[src/rtl/gpt_pkg.sv]
package gpt_pkg;
  localparam int ADDR_W = 4;
  localparam int CFG_W  = 3;

  localparam logic [ADDR_W-1:0] A_CFG   = 4'd0;
  localparam logic [ADDR_W-1:0] A_MODE  = 4'd1;
  localparam logic [ADDR_W-1:0] A_CTRL  = 4'd2;
  localparam logic [ADDR_W-1:0] A_MASK  = 4'd3;
  localparam logic [ADDR_W-1:0] A_RAW   = 4'd4;
  localparam logic [ADDR_W-1:0] A_MIS   = 4'd5;
  localparam logic [ADDR_W-1:0] A_CLR   = 4'd6;
  localparam logic [ADDR_W-1:0] A_LOAD  = 4'd7;
  localparam logic [ADDR_W-1:0] A_MATCH = 4'd8;
  localparam logic [ADDR_W-1:0] A_COUNT = 4'd9;

  localparam logic [CFG_W-1:0] CFG_DOWN  = 3'd0;
  localparam logic [CFG_W-1:0] CFG_RTC   = 3'd1;
  localparam logic [CFG_W-1:0] CFG_SPLIT = 3'd4;

  localparam int CTRL_RUN  = 0;
  localparam int CTRL_TRIG = 5;
  localparam int ST_TO     = 0;
  localparam int ST_HIT    = 1;
endpackage

[src/rtl/gpt_core.sv]
module gpt_core
  import gpt_pkg::*;
#(
  parameter int HALF_W = 16,
  localparam int DATA_W = 2 * HALF_W
) (
  input  logic              clk,
  input  logic              rst,
  input  logic [CFG_W-1:0]  cfg,
  input  logic              oneshot,
  input  logic              run_en,
  input  logic              en_rise,
  input  logic [DATA_W-1:0] load_val,
  input  logic [DATA_W-1:0] match_val,
  input  logic              cnt_tick,
  input  logic              sec_tick,
  output logic [DATA_W-1:0] count,
  output logic              timeout,
  output logic              match_hit,
  output logic              oneshot_stop
);
  logic is_down, is_rtc, down_step, rtc_step;
  logic [DATA_W-1:0] incr;

  assign is_down      = (cfg == CFG_DOWN);
  assign is_rtc       = (cfg == CFG_RTC);
  assign down_step    = run_en && is_down && cnt_tick;
  assign rtc_step     = run_en && is_rtc && sec_tick;
  assign incr         = count + 1'b1;
  assign timeout      = down_step && (count == '0);
  assign match_hit    = rtc_step && (incr == match_val);
  assign oneshot_stop = timeout && oneshot;

  always_ff @(posedge clk) begin
    if (rst) begin
      count <= '0;
    end else if (en_rise && is_down) begin
      count <= load_val;
    end else if (en_rise && is_rtc) begin
      count <= '0;
    end else if (timeout) begin
      if (!oneshot) count <= load_val;
    end else if (down_step) begin
      count <= count - 1'b1;
    end else if (rtc_step) begin
      count <= incr;
    end
  end


  hold_when_stopped_chk: assert property (@(posedge clk) disable iff (rst)
    (!run_en && !en_rise) |=> $stable(count));

  unsupported_cfg_chk: assert property (@(posedge clk) disable iff (rst)
    (cfg > CFG_RTC) |-> (!timeout && !match_hit));

  oneshot_hold_chk: assert property (@(posedge clk) disable iff (rst)
    oneshot_stop |=> (count == '0));
endmodule

[src/rtl/gpt_irq.sv]
module gpt_irq
  import gpt_pkg::*;
#(
  parameter int STAT_W = 8,
  parameter logic [STAT_W-1:0] MASK_KEEP = 8'h77
) (
  input  logic              clk,
  input  logic              rst,
  input  logic              timeout,
  input  logic              match_hit,
  input  logic              trig_en,
  input  logic [STAT_W-1:0] clr_vec,
  input  logic              mask_wr,
  input  logic [STAT_W-1:0] mask_wdata,
  output logic [STAT_W-1:0] status,
  output logic [STAT_W-1:0] mask,
  output logic              irq,
  output logic              adc_trig
);
  logic [STAT_W-1:0] status_d, mask_d;

  always_comb begin
    status_d = status & ~clr_vec;
    if (timeout)   status_d[ST_TO]  = 1'b1;
    if (match_hit) status_d[ST_HIT] = 1'b1;
    mask_d = mask_wr ? (mask_wdata & MASK_KEEP) : mask;
  end

  always_ff @(posedge clk) begin
    if (rst) begin
      status   <= '0;
      mask     <= '0;
      irq      <= 1'b0;
      adc_trig <= 1'b0;
    end else begin
      status   <= status_d;
      mask     <= mask_d;
      irq      <= |(status_d & mask_d);
      adc_trig <= timeout && trig_en;
    end
  end


  clear_takes_chk: assert property (@(posedge clk) disable iff (rst)
    (clr_vec[ST_TO] && !timeout) |=> !status[ST_TO]);

  trig_pulse_chk: assert property (@(posedge clk) disable iff (rst)
    (timeout && trig_en) |=> adc_trig);

  irq_level_chk: assert property (@(posedge clk) disable iff (rst)
    irq |-> ((status & mask) != '0));
endmodule

[src/rtl/gpt_regs.sv]
module gpt_regs
  import gpt_pkg::*;
#(
  parameter int HALF_W = 16,
  parameter int STAT_W = 8,
  localparam int DATA_W = 2 * HALF_W
) (
  input  logic              clk,
  input  logic              rst,
  input  logic              bus_sel,
  input  logic              bus_wr,
  input  logic [ADDR_W-1:0] bus_addr,
  input  logic [DATA_W-1:0] bus_wdata,
  output logic [DATA_W-1:0] bus_rdata,
  input  logic              oneshot_stop,
  input  logic [STAT_W-1:0] status,
  input  logic [STAT_W-1:0] mask,
  input  logic [DATA_W-1:0] count,
  output logic [CFG_W-1:0]  cfg,
  output logic              oneshot,
  output logic              run_en,
  output logic              trig_en,
  output logic [DATA_W-1:0] load_val,
  output logic [DATA_W-1:0] match_val,
  output logic              en_rise,
  output logic [STAT_W-1:0] clr_vec,
  output logic              mask_wr
);
  logic wr, rd, full_view;
  logic [HALF_W-1:0] load_lo, load_hi, match_lo, match_hi;
  logic [DATA_W-1:0] rd_mux;

  assign wr        = bus_sel && bus_wr;
  assign rd        = bus_sel && !bus_wr;
  assign load_val  = {load_hi, load_lo};
  assign match_val = {match_hi, match_lo};
  assign full_view = (cfg < CFG_SPLIT);
  assign en_rise   = wr && (bus_addr == A_CTRL) && bus_wdata[CTRL_RUN] && !run_en;
  assign clr_vec   = (wr && bus_addr == A_CLR) ? bus_wdata[STAT_W-1:0] : '0;
  assign mask_wr   = wr && (bus_addr == A_MASK);

  always_comb begin
    rd_mux = '0;
    case (bus_addr)
      A_CFG:   rd_mux[CFG_W-1:0] = cfg;
      A_MODE:  rd_mux[0] = oneshot;
      A_CTRL:  begin
        rd_mux[CTRL_RUN]  = run_en;
        rd_mux[CTRL_TRIG] = trig_en;
      end
      A_MASK:  rd_mux[STAT_W-1:0] = mask;
      A_RAW:   rd_mux[STAT_W-1:0] = status;
      A_MIS:   rd_mux[STAT_W-1:0] = status & mask;
      A_LOAD:  rd_mux = full_view ? load_val : {{HALF_W{1'b0}}, load_lo};
      A_MATCH: rd_mux = full_view ? match_val : {{HALF_W{1'b0}}, match_lo};
      A_COUNT: rd_mux = count;
      default: rd_mux = '0;
    endcase
  end

  always_ff @(posedge clk) begin
    if (rst) begin
      cfg       <= '0;
      oneshot   <= 1'b0;
      run_en    <= 1'b0;
      trig_en   <= 1'b0;
      load_lo   <= '0;
      load_hi   <= '0;
      match_lo  <= '0;
      match_hi  <= '0;
      bus_rdata <= '0;
    end else begin
      if (oneshot_stop) run_en <= 1'b0;
      if (wr) begin
        case (bus_addr)
          A_CFG:  cfg <= bus_wdata[CFG_W-1:0];
          A_MODE: oneshot <= bus_wdata[0];
          A_CTRL: begin
            run_en  <= bus_wdata[CTRL_RUN];
            trig_en <= bus_wdata[CTRL_TRIG];
          end
          A_LOAD: begin
            load_lo <= bus_wdata[HALF_W-1:0];
            load_hi <= bus_wdata[DATA_W-1:HALF_W];
          end
          A_MATCH: begin
            match_lo <= bus_wdata[HALF_W-1:0];
            match_hi <= bus_wdata[DATA_W-1:HALF_W];
          end
          default: ;
        endcase
      end
      if (rd) bus_rdata <= rd_mux;
    end
  end


  rdata_hold_chk: assert property (@(posedge clk) disable iff (rst)
    !rd |=> $stable(bus_rdata));
endmodule

[src/rtl/gp_dual_timer.sv]
module gp_dual_timer
  import gpt_pkg::*;
#(
  parameter int HALF_W = 16,
  parameter int STAT_W = 8,
  localparam int DATA_W = 2 * HALF_W
) (
  input  logic              clk,
  input  logic              rst,
  input  logic              bus_sel,
  input  logic              bus_wr,
  input  logic [ADDR_W-1:0] bus_addr,
  input  logic [DATA_W-1:0] bus_wdata,
  output logic [DATA_W-1:0] bus_rdata,
  input  logic              cnt_tick,
  input  logic              sec_tick,
  output logic              irq,
  output logic              adc_trig
);
  logic [CFG_W-1:0]  cfg;
  logic              oneshot, run_en, trig_en, en_rise, mask_wr;
  logic              timeout, match_hit, oneshot_stop;
  logic [DATA_W-1:0] load_val, match_val, count;
  logic [STAT_W-1:0] status, mask, clr_vec;

  gpt_regs #(.HALF_W(HALF_W), .STAT_W(STAT_W)) u_regs (
    .clk(clk), .rst(rst), .bus_sel(bus_sel), .bus_wr(bus_wr),
    .bus_addr(bus_addr), .bus_wdata(bus_wdata), .bus_rdata(bus_rdata),
    .oneshot_stop(oneshot_stop), .status(status), .mask(mask), .count(count),
    .cfg(cfg), .oneshot(oneshot), .run_en(run_en), .trig_en(trig_en),
    .load_val(load_val), .match_val(match_val), .en_rise(en_rise),
    .clr_vec(clr_vec), .mask_wr(mask_wr)
  );

  gpt_core #(.HALF_W(HALF_W)) u_core (
    .clk(clk), .rst(rst), .cfg(cfg), .oneshot(oneshot), .run_en(run_en),
    .en_rise(en_rise), .load_val(load_val), .match_val(match_val),
    .cnt_tick(cnt_tick), .sec_tick(sec_tick), .count(count),
    .timeout(timeout), .match_hit(match_hit), .oneshot_stop(oneshot_stop)
  );

  gpt_irq #(.STAT_W(STAT_W)) u_irq (
    .clk(clk), .rst(rst), .timeout(timeout), .match_hit(match_hit),
    .trig_en(trig_en), .clr_vec(clr_vec), .mask_wr(mask_wr),
    .mask_wdata(bus_wdata[STAT_W-1:0]), .status(status), .mask(mask),
    .irq(irq), .adc_trig(adc_trig)
  );


  oneshot_stops_chk: assert property (@(posedge clk) disable iff (rst)
    (oneshot_stop && !(bus_sel && bus_wr && bus_addr == A_CTRL)) |=> !run_en);
endmodule

[config.mk]
export PLATFORM = sky130hd
export DESIGN_NAME = gp_dual_timer
export DESIGN_NICKNAME = d
export VERILOG_FILES = /design/src/rtl/gpt_pkg.sv /design/src/rtl/gpt_core.sv /design/src/rtl/gpt_irq.sv /design/src/rtl/gpt_regs.sv /design/src/rtl/gp_dual_timer.sv
export SDC_FILE = /design/constraint.sdc
export NUM_CORES = 1
export LEC_CHECK = 0
export ABC_AREA = 1
export BUFFER_PORTS_ARGS = -buffer_cell sky130_fd_sc_hd__buf_2
export CORE_AREA = 5 5 151 153
export DETAILED_ROUTE_END_ITERATION = 8
export DIE_AREA = 0 0 156 158
export SLEW_MARGIN = 25
export SYNTH_ARGS = -nofsm -noshare
export SYNTH_HDL_FRONTEND = slang
export SYNTH_SLANG_ARGS = --single-unit
[constraint.sdc]
create_clock -name clk -period 2.2 [get_ports clk]
set_input_delay 0.22 -clock clk [delete_from_list [all_inputs] [get_ports clk]]
set_output_delay 0.22 -clock clk [all_outputs]
set_load 0.03 [all_outputs]
# Yosys cells after proc, flatten, opt, wreduce, memory -nomap -nowiden
# Cells that the tools add are included.
# Widths: inputs -> output; s select.
# classes
add_sub_neg	2
order_cmp	1
n_eq_ne	12
n_mux	21
bitwise_logic	4
reduce_logical	30
# ops
cell	count
$mux 32	8
$pmux 24 s3	1
$add 32x1->32 const B	1
$eq 32x32->1	1
$logic_not 32->1	1
$sub 32x1->32 const B	1
$and 8x8->8	3
$pmux 2 s6	2
$logic_and 1x1->1	17
$eq 4x3->1 const B	4
$mux 8	2
$pmux 2 s7	1
$reduce_and 2->1	6
$pmux 1 s9	1
$eq 4x2->1 const B	2
$eq 4x4->1 const B	2
$not 8->8	1
$reduce_or 8->1	1
$pmux 1 s7	1
$mux 1	5
$reduce_bool 5->1	1
$eq 4x1->1 const B	1
$logic_not 4->1	1
$ne 4x4->1 const B	1
other kinds (4)	5
# totals
regBits	152
in_bits	42
output_inout_bits	34
elab_cells	84

# Depth between registers and ports, before layout
# Gate-level depths: netlist of the first run.
# logic_depth
word_depth	8
mapped_depth	18
ltp_nobuf	18

# Cells and area by module
# From an unflattened synthesis of the first run, not the netlist that was laid out.
# hier_totals
hier_cells	1720
area_unflattened_um2	10278.6
# by_module_without_submodules
mod	instances	cells_per_inst	area_each_um2	seq_area_each_um2
gpt_regs	1	696	4784.6	2042.0
gpt_core	1	928	4768.3	640.6
gpt_irq	1	96	725.7	360.3

# Least setup slack after synthesis of the first run
# Ideal clock, no wire load.
# synth_timing
kind	flip-flop to flip-flop
start	register u_core.count[0]
end	register u_core.count[4]
setup_time_ps	122
arrival_time_ps	1754
required_ps	2078
setup_slack_ps	324
path_stages_with_launch	13
n_path_buf	1
period_less_slack_ps	1876
path_cell_list	dfxtp_1 -> inv_1 -> ha_1 -> nand2_1 -> nor2_1 -> nand3_1 -> nor3_1 -> nand2_1 -> nor2_4 -> buf_6 -> nand2_1 -> a32oi_1 -> a21oi_1
# synth_between
elab_chain_len	6
word_cells_on_any_way	12
classes_between	2 x add/sub; 1 x eq/ne; 5 x mux; 4 x reduce/logical
# synth_lines
item	line	source
start: declaration	gpt_core.sv:17	output logic [DATA_W-1:0] count,
start signal: assignment	gpt_core.sv:38	count <= load_val;
start signal: assignment	gpt_core.sv:42	if (!oneshot) count <= load_val;
start signal: assignment	gpt_core.sv:44	count <= count - 1'b1;
$add 32x1->32	gpt_core.sv:29	assign incr = count + 1'b1;
$mux 32	gpt_core.sv:45	end else if (rtc_step) begin
$mux 32	gpt_core.sv:43	end else if (down_step) begin
$mux 32	gpt_core.sv:41	end else if (timeout) begin
$mux 32	gpt_core.sv:39	end else if (en_rise && is_rtc) begin
$mux 32	gpt_core.sv:37	end else if (en_rise && is_down) begin
# Several ways; a longest one is shown, not always the timed one. The select of a mux whose other input is x is not followed.
# A chain may end at the register's enable or synchronous reset.

# Final worst setup path of the first run
# layout_timing
start	register u_core.count[1]
end	register u_irq.irq
# layout_between
elab_chain_len	6
word_cells_on_any_way	9
classes_between	1 x add/sub; 1 x eq/ne; 2 x mux; 1 x bitwise; 4 x reduce/logical
# layout_lines
item	line	source
$add 32x1->32	gpt_core.sv:29	
$eq 32x32->1	gpt_core.sv:31	assign match_hit = rtc_step && (incr == match_val);
$logic_and 1x1->1	gpt_core.sv:31	
$mux 1	gpt_irq.sv:25	if (match_hit) status_d[ST_HIT] = 1'b1;
$and 8x8->8 (*)	gpt_irq.sv:38	irq <= |(status_d & mask_d);
$reduce_or 8->1 (*)	gpt_irq.sv:38	
end signal: assignment	gpt_irq.sv:38	
end: declaration	gpt_irq.sv:17	output logic irq,
# Mark *: on every way between the ends. The rest lies on a longest branch, timed or not.

==> results.md, run 1 <==
* Status: finished, final reports clean
* Post-Syn Nets at 1501
* Hold Fails Final Rpt at 0
* DP Area at around 11000 sq um
* IO Pins at 76
* Largest cells by area after synthesis: dfxtp_1 32%, nand2_1 12%, a21oi_1 9.7%
* Clock buffer count from CTS at 17
* Clk Latency, worst-skew pair at 0.45 ns
* Synthesis Warnings at 0
* Worst setup EP type: flop
* Post-route ant nets at 0
* Clk_skew at 0.0137 ns
* Commonest non-fill, non-tap cell in the layout: nand2_1
* CP top delay family: simple AND/OR/NAND/NOR gates
* Grt total ovfl at 0
* Worst vdd ir at around 420 uV
* Hold WC Path Type: input pin to flop
* Slew headroom at 0.586
* Die Span Y at 158 um
* Sw frac at 0.289
* Reg-to-Reg Start: u_core.count[1]
* Sequential share of power at 0.429
* Largest fanout on the critical path at 6
* Setup violators final at 0
* PortBufs at 75
* Net Switching at 1.89 mW
* Vias in the first global route at 9591
* Wire per inst at 19.4 um
* Die Wd at 156 um
* Pleak at 5.01 nW
* Rows at 54
* Internal power at ~4.6 mW
* RSZ-0062 raised after global routing: yes
* Crit path buffers/inverters at 1
* Initial antenna violation count at 0
* Via density at 5.55
* Core ar. at 21400 sq um
* Hold Crit Endpoint: u_regs.load_hi[13]
* Dpl cells at 1834
* Crit path kind: flop to flop
* DR DRC count at 0
* Cell count after synthesis at around 1500
* Min-delay src: bus_wdata[29]
* Max-capacitance violation count at 0
* CTS tree: yes
* Clk sinks at 152
* Fmax at 0.460 GHz
* Crit path launch type: flop
* Max clock buf depth at 2
* FF+latch count, synth at 152
* Fin area at 11600 sq um
* Area Overhead vs Synth at 23.8%
* Top cell type's share of synthesized area at 0.324
* Drt pass-1 iters at 6
* Pwr/cell area at about 560 nW/um^2
* Full die area at 24600 sq um
* Synth unique cells at 49
* First-pass GRT wire length at 55.5 mm
* Largest net degree at the start of global routing at 64
* Clock Power Share at 0.482
* Post-synth ARST share at 0
* Clk root buf: clkbuf_16
* Detailed Place HPWL at 26.7 mm
* Reg-to-Reg End: u_irq.irq
* Seq/Total Area, Yosys at 0.324
* CP required at 2.59 ns
* Via Count at around 10000
* Worst Setup SP: u_core.count[1]
* H-tree depth at 4
* Worst R2R Setup Slack at 0.03 ns
* CP dominant cell by count: nand2_1
* Leading area contributor after synthesis: dfxtp_1
* GRT Overall Usage at 0.291
* Number of flops mapped to enable cells by yosys at 0
* Crit path largest cell delay at 0.38 ns
* WL met2 at 16.7 mm
* Post-Syn Area at 9390 sq um
* Worst slew pin tran at 0.621 ns
* Final nets at 1629
* Proportion of layout cells with a drive suffix above 1 at 0.213
* Cells along the critical path: nand2_1 -> nor2_4 -> nand2_2 -> nor2_1 -> buf_4 -> nand2_1 -> xor2_1 -> nand2_1 -> nand2_1 -> nand2_1 -> nor2_2 -> nand2_2 -> nand2_1 -> nand2_1 -> nand2_1
* WL met3 at 2.45 mm
* Gate power share at 0.089
* Min cycle time layout at 2.17 ns
* Worst-case reg-to-reg path depth at 15
* Setup TNS at 0 ns
* WP data arrival at 2.56 ns
* Main synth FF type: dfxtp_1
* M1 WL at between 15 and 20 mm
* DRT iter0 DRCs at 1021
* Clk slew on worst S/H paths at 0.08 ns
* Antenna diode count at 0
* Uppermost layer routed: met4
* Worst hold slack at around 0.067 ns
* Gpl congestion at 0.961
* Period utilisation layout at 0.988
* Starting density of the core at 0.439
* Max-slew violation count at 0
* Critical-path top delay cell: dfxtp_4
* DRT Wirelength at 36.4 mm
* Most frequent cells in the layout: 285 x nand2_1, 181 x a21oi_1, 171 x o21ai_0
* Synth Area per Inst at 6.45 sq um
* Hold Path Depth at 3
* Post-CTS Hold Buffers at 0
* Finished Layout Cells at between 1500 and 2000
==> worst reg2reg max path, cell delays in order (launching register included) <==
cell	delay (ns)
dfxtp_4	0.38
nand2_1	0.09
nor2_4	0.20
nand2_2	0.11
nor2_1	0.15
buf_4	0.15
nand2_1	0.10
xor2_1	0.19
nand2_1	0.07
nand2_1	0.12
nand2_1	0.09
nor2_2	0.16
nand2_2	0.11
nand2_1	0.07
nand2_1	0.06
nand2_1	0.08
==> worst max path at each step <==
stage                       endpoint  cells after the start
floorplan            u_core.count[4]                     12
detailed placement         u_irq.irq                     15
global route               u_irq.irq                     15
finish                     u_irq.irq                     15
global placement           u_irq.irq                     15
CTS                 u_core.count[29]                     13
==> state kept, by name (all words and copies together) (netlist names) <==
register and flops:
u_core.count 32, u_irq.adc_trig 1, u_irq.irq 1, u_irq.mask 8, u_irq.status 8, u_regs.bus_rdata 32
u_regs.cfg 3, u_regs.load_hi 16, u_regs.load_lo 16, u_regs.match_hi 16, u_regs.match_lo 16, u_regs.oneshot 1
u_regs.run_en 1, u_regs.trig_en 1
==> through the flow <==
step                       util  setup WS (ns)  power (mW)
final                     0.543         0.0263        6.53
after global routing      0.543         -0.138        6.72
after CTS                 0.530        0.00531        6.54
after detailed placement  0.499         -0.210        3.42
after global placement    0.499         -0.176        3.43
after floorplan               -          0.324        3.18
==> logic make-up after synthesis <==
| family | synth area share |
|---|---|
| and+or+nand+nor | 0.262 |
| AOI/OAI and AO/OA | 0.253 |
| buffers and inverters | 0.110 |
| DFF | 0.324 |
| xor gates and xnor gates | 0.0481 |
| adders and majority gates | 0.00266 |
==> cell usage after synthesis (all sizes together) (2+ instances only) <==
cell type,instances
a211oi,7
a21oi,182
a221oi,4
a31oi,4
a32o,6
buf,43
clkbuf,48
clkinv,5
dfxtp,152
ha,2
inv,155
nand2,303
nand3,64
nand3b,4
nand4,15
nor2,157
nor3,14
nor4,3
o2111ai,4
o211ai,13
o21ai,179
o221ai,3
o22ai,32
or2,2
xnor2,4
xor2,45
==> cell type report <==
class / instances / area [sq um]
Timing Repair Buffer: 200 / 1480
Tap cell: 280 / 350
Inverter: 160 / 608
Clock inverter: 14 / 178
Fill cell: 2192 / 9790
Multi-Input combinational cell: 1054 / 5490
Sequential cell: 152 / 3090
Clock buffer: 18 / 439
==> repair_timing <==
item,CTS,global route
setup endpoints to repair,2,35
pin swaps,3,15
gates resized for setup,13,76
gates cloned,0,0
setup buffers,4,8
==> metal layers <==
metal / up-vias / track usage
met3: 61 / 0.0465
met5: - / 0
li1: 5092 / -
met2: 412 / 0.477
met4: 0 / 0.0725
met1: 4864 / 0.402
==> power by group through the flow <==
stage | Combinational (mW) | Sequential [mW] | Clock (mW)
after floorplan | 0.307 | 2.87 | 0
after global placement | 0.553 | 2.87 | 0
after detailed placement | 0.552 | 2.87 | 0
after CTS | 0.556 | 2.81 | 3.17
after global routing | 0.625 | 2.81 | 3.29
final | 0.578 | 2.80 | 3.15
(Power assumes the default switching activity.)
==> inputs of run 2 (changes only) <==
--- a/config.mk
+++ b/config.mk
@@ -6,10 +6,10 @@
 export NUM_CORES = 1
 export LEC_CHECK = 0
 export ABC_AREA = 1
-export BUFFER_PORTS_ARGS = -buffer_cell sky130_fd_sc_hd__buf_2
 export CORE_AREA = 5 5 151 153
 export DETAILED_ROUTE_END_ITERATION = 8
 export DIE_AREA = 0 0 156 158
+export DONT_BUFFER_PORTS = 1
 export SLEW_MARGIN = 25
 export SYNTH_ARGS = -nofsm -noshare
 export SYNTH_HDL_FRONTEND = slang
==> run 2 against run 1 <==
Clock power hardly changed. Final area is 0.66% lower. First-iteration DRC count is 19% lower. Hold slack worse by 0.054 ns. Critical path depth stayed put. Via count is 1.6% lower. Sequential power hardly changed. Combinational power is 0.9% higher. Setup slack better by 0.11 ns. Die area stayed put. Critical path type unchanged.
==> results.md, run 2 (synthesis gave the netlist of run 1 again) <==
* Crit path launch type: flop
* Clk root buf: clkbuf_16
* Antenna diode count at 0
* First-pass GRT wire length at about 56 mm
* Via Count at 10300
* CTS tree: yes
* Min cycle time layout at 2.07 ns
* Vias in the first global route at 9716
* PortBufs at 0
* Regs by FF count: u_core.count (32), u_regs.bus_rdata (32)
* DRT Wirelength at between 30 and 40 mm
* Area of the multi-input gates at 5450 sq um
* CP required at 2.58 ns
* Fmax at 0.484 GHz
* Clk slew on worst S/H paths at 0.08 ns
* Max-capacitance violation count at 0
* Area Overhead vs Synth at 23.0%
* Util after Layout at 0.539
* Rows at 54
* GRT Overall Usage at 0.291
* Largest net degree at the start of global routing at 64
* DRT iter0 DRCs at 826
* Worst hold slack at 0.0133 ns
* Initial antenna violation count at 0
* Worst vdd ir at 509 uV
* Period utilisation layout at 0.940
* Crit path buffers/inverters at 1
* Clk Latency, worst-skew pair at around 0.44 ns
* Grt total ovfl at 0
* Via density at 5.58
* Drt pass-1 iters at 8
* Detailed Place HPWL at 26.8 mm
* Clk_skew at 0.0153 ns
* Design Power at 6.53 mW
* Wire per inst at approximately 20 um
* Setup TNS at 0 ns
* CP top delay family: simple AND/OR/NAND/NOR gates
* Core ar. at 21400 sq um
* Crit path kind: flop to flop
* Largest fanout on the critical path at 6
* Cells along the critical path: nand2_1 -> nor2_4 -> nand3_4 -> nor2_4 -> buf_12 -> nand2_2 -> xor2_2 -> nand2_1 -> nor2_1 -> nand2_1 -> nor2_2 -> nand2_2 -> nand2_1 -> nand2_1 -> nand2_1
* Clk sinks at 152
* IO Pins at 76
* WP data arrival at 2.44 ns
* Proportion of layout cells with a drive suffix above 1 at 0.164
* Most frequent cells in the layout: 286 x nand2_1, 182 x a21oi_1, 172 x o21ai_0
* Crit path largest cell delay at between 0.3 and 0.4 ns
* DP Worst Slack at -0.291 ns
* CP dominant cell by count: nand2_1
* Worst slew pin tran at ~0.67 ns
* Setup violators final at 0
* Die Wd at ~160 um
* Post-route ant nets at 0
* Slew headroom at 0.548
* Hold Fails Final Rpt at 0
* Gpl congestion at 0.979
* Full die area at around 25000 sq um
* Critical-path top delay cell: dfxtp_4
* Die Span Y at 158 um
* RSZ-0062 raised after global routing: yes
* H-tree depth at 4
* Commonest non-fill, non-tap cell in the layout: nand2_1
* Final nets at between 1500 and 2000
* Hold WC Path Type: input pin to flop
* Pwr/cell area at 566 nW/um^2
* Max-slew violation count at 0
* Starting density of the core at 0.439
* Status: finished, final reports clean
* Sequential cell area at 3080 sq um
* Final WS setup at 0.132 ns
* Clock buffer count from CTS at 17
* Max clock buf depth at 2
* DR DRC count at 0
* Pleak at 4.77 nW
* Fill cells at 2120
* Worst setup EP type: flop
[run 2: layer usage]
metal,global-route usage,up-vias,share of wire,routed length (um)
met2,0.472,390,0.46,16600
li1,-,5022,-,-
met3,0.0637,73,0.072,2620
met5,0,-,0,0
met1,0.388,4779,0.44,16000
met4,0.0930,0,0.028,1010
[run 2: worst reg2reg max path: stages, from the launching register on]
cell     delay (ns)
dfxtp_4        0.39
nand2_1        0.09
nor2_4         0.18
nand3_4        0.16
nor2_4         0.18
buf_12         0.12
nand2_2        0.07
xor2_2         0.17
nand2_1        0.07
nor2_1         0.12
nand2_1        0.07
nor2_2         0.13
nand2_2        0.10
nand2_1        0.06
nand2_1        0.04
nand2_1        0.05
[run 2: report_power, final]
part	internal (mW)	total (mW)	leakage, nW	switching [mW]
clock	1.73	3.13	0.295	1.40
combinational	0.226	0.583	3.24	0.357
sequential	2.78	2.82	1.24	0.0436
total	4.73	6.53	4.77	1.80
[run 2: worst paths after layout]
check                                      from           endpoint  slack [ns]  depth (start not counted)
worst min register to register    u_irq.mask[3]      u_irq.mask[3]        0.47                          2
worst max-delay path            u_core.count[1]          u_irq.irq        0.13                         15
worst max register to register  u_core.count[1]          u_irq.irq        0.13                         15
worst min-delay path              bus_wdata[23]  u_regs.load_hi[7]        0.01                          2
[run 2: area by class of cell]
class | count | share of cell area
sequential | 152 | 0.266
timing repair buffer | 160 | 0.126
clock buffer | 18 | 0.0372
inverter | 160 | 0.0524
multi-input combinational | 1054 | 0.472
clock inverter | 14 | 0.0155
tap | 280 | 0.0303
[run 2: repair_timing]
item | 4_1_cts | 5_1_grt
resized for setup | 9 | 53
endpoints found under the hold margin | 108 | 0
endpoints found under the setup margin | 24 | 35
gates cloned | 0 | 0
setup buffers | 2 | 8
pin swaps | 1 | 14
hold buffers | 33 | 0
[run 2: per-stage QoR]
stage / cells / instance area [sq um]
floorplan: 1457 / 9390
global placement: 1763 / 10300
detailed placement: 1763 / 10300
CTS: 1830 / 11300
global route: 1838 / 11600
finish: 1838 / 11600
==> inputs of run 3 (changes only) <==
--- a/config.mk
+++ b/config.mk
@@ -10,6 +10,7 @@
 export DETAILED_ROUTE_END_ITERATION = 8
 export DIE_AREA = 0 0 156 158
 export DONT_BUFFER_PORTS = 1
+export SETUP_SLACK_MARGIN = 0.2
 export SLEW_MARGIN = 25
 export SYNTH_ARGS = -nofsm -noshare
 export SYNTH_HDL_FRONTEND = slang
==> run 3 against run 2 <==
Sequential power barely moved. Via count rose by 0.76%. Clock skew rose by 0.0013 ns. Clock power barely moved. Critical path type unchanged. Largest cell class unchanged. Highest routed layer unchanged.
==> results.md, run 3 (synthesis gave the netlist of run 1 again) <==
* Wire per inst at around 20 um
* Starting density of the core at 0.439
* Via density at approximately 5.6
* Fill cells at 2115
* Grt total ovfl at 0
* Period utilisation layout at 0.937
* Worst R2R Setup Slack at about 0.14 ns
* Fmax at 0.485 GHz
* Min-delay src: bus_wdata[2]
* Regs by FF count: u_core.count (32), u_regs.bus_rdata (32)
* DR DRC count at 0
* Drt pass-1 iters at 6
* Post-route ant nets at 0
* Largest net degree at the start of global routing at 64
* Vias in the first global route at between 9000 and 10000
* Area of the multi-input gates at 5550 sq um
* Design Power at around 6.5 mW
* H-tree depth at 4
* Hold Fails Final Rpt at 0
* WP data arrival at about 2.4 ns
* CP required at 2.58 ns
* Slew headroom at 0.562
* Max-slew violation count at 0
* IO Pins at 76
* Worst hold slack at 0.0119 ns
* Clock buffer count from CTS at 17
* Reg-to-Reg Start: u_core.count[1]
* DRT Wirelength at 36.3 mm
* Min cycle time layout at ~2 ns
* Worst slew pin tran at 0.651 ns
* Clk root buf: clkbuf_16
* Max clock buf depth at 2
* GRT Overall Usage at 0.293
* Status: finished, final reports clean
* Commonest non-fill, non-tap cell in the layout: nand2_1
* Hold Crit Endpoint: u_regs.match_lo[2]
* Core ar. at 21400 sq um
* Sequential cell area at 3080 sq um
* Worst setup EP type: flop
* Initial antenna violation count at 0
* Die Span Y at 158 um
* Via Count at 10300
* CTS tree: yes
* Worst vdd ir at about 510 uV
* Proportion of layout cells with a drive suffix above 1 at 0.180
* Rows at 54
* Die Wd at about 160 um
* Hold WC Path Type: input pin to flop
* Crit path launch type: flop
* Max-capacitance violation count at 0
* Reg-to-Reg End: u_irq.irq
* Largest fanout on the critical path at 6
* Clk slew on worst S/H paths at 0.08 ns
* Clk sinks at around 150
* Full die area at 24600 sq um
* Pleak at between 4 and 5 nW
* Final nets at 1593
* Pwr/cell area at 559 nW/um^2
* PortBufs at 0
* Detailed Place HPWL at between 20 and 30 mm
* Area Overhead vs Synth at 24.5%
* Setup TNS at 0 ns
* Clk_skew at 0.0166 ns
* RSZ-0062 raised after global routing: yes
* Hold Path Depth at 2
* Most frequent cells in the layout: 281 x nand2_1, 182 x a21oi_1, 167 x o21ai_0
* Antenna diode count at 0
* Setup violators final at 0
* Worst-case reg-to-reg path depth at 17
* DRT iter0 DRCs at about 900
* Crit path kind: flop to flop
* Clk Latency, worst-skew pair at 0.44 ns
* First-pass GRT wire length at approximately 56 mm
* Gpl congestion at ~0.98
## run 3: report_power, final
part           internal (mW)  switching [mW]  total, mW  leakage [nW]
logic                  0.227           0.359      0.586          3.27
registers               2.78          0.0442       2.82          1.24
clock network           1.73            1.40       3.13         0.295
total                   4.73            1.80       6.54          4.80
## run 3: critical path, cell delays in order, from the launching register on
cell and delay, ns:
dfxtp_4 0.40, ha_4 0.15, nand3_4 0.14, buf_6 0.15, buf_4 0.12, nand2_1 0.07, nand3_1 0.08, nand2_1 0.09
nand2_2 0.08, nor2_2 0.10, nand2_1 0.06, nor2_1 0.12, nand2_1 0.08, nor2_2 0.11, nand2_2 0.10, nand2_1 0.06
nand2_1 0.04, nand2_1 0.05
## run 3: final cells by class
type	instances	area share
multi-input combinational	1054	0.474
tap	280	0.0299
clock inverter	14	0.0153
sequential	152	0.263
inverter	160	0.0522
timing repair buffer	164	0.128
clock buffer	18	0.0367
## run 3: how the worst max path moves through the flow
| stage | start | slack, ns | to | depth (start not counted) |
|---|---|---|---|---|
| 4_1_cts | u_core.count[1] | 0.16 | u_irq.irq | 16 |
| 3_5_place_dp | u_core.count[1] | -0.29 | u_irq.status[1] | 13 |
| 2_1_floorplan | u_core.count[0] | 0.32 | u_core.count[4] | 12 |
| 5_1_grt | u_core.count[1] | -0.05 | u_irq.irq | 17 |
| 3_3_place_gp | u_core.count[1] | -0.26 | u_irq.irq | 15 |
| 6_report | u_core.count[1] | 0.14 | u_irq.irq | 17 |
## run 3: repair_timing
| action | 4_1_cts | 5_1_grt |
|---|---|---|
| resized for setup | 55 | 46 |
| endpoints found under the setup margin | 35 | 35 |
| setup buffers | 7 | 7 |
| pin swaps | 13 | 27 |
| hold endpoints to repair | 108 | 0 |
| cloned | 0 | 0 |
| hold buffers | 33 | 0 |
## run 3: per-layer routing
metal	vias to the layer above	GRT usage	wire, um
met2	405	0.475	16800
li1	5023	-	-
met5	-	0	0
met3	60	0.0662	2860
met4	0	0.0971	954
met1	4854	0.387	15700
## run 3: stage by stage
step	setup WS, ns	std cells	util	instance area [sq um]
after detailed placement	-0.291	1763	0.483	10300
after floorplan	0.324	1457	-	9390
after CTS	0.158	1835	0.537	11500
after global routing	-0.0515	1842	0.546	11700
after global placement	-0.259	1763	0.483	10300
final	0.139	1842	0.546	11700
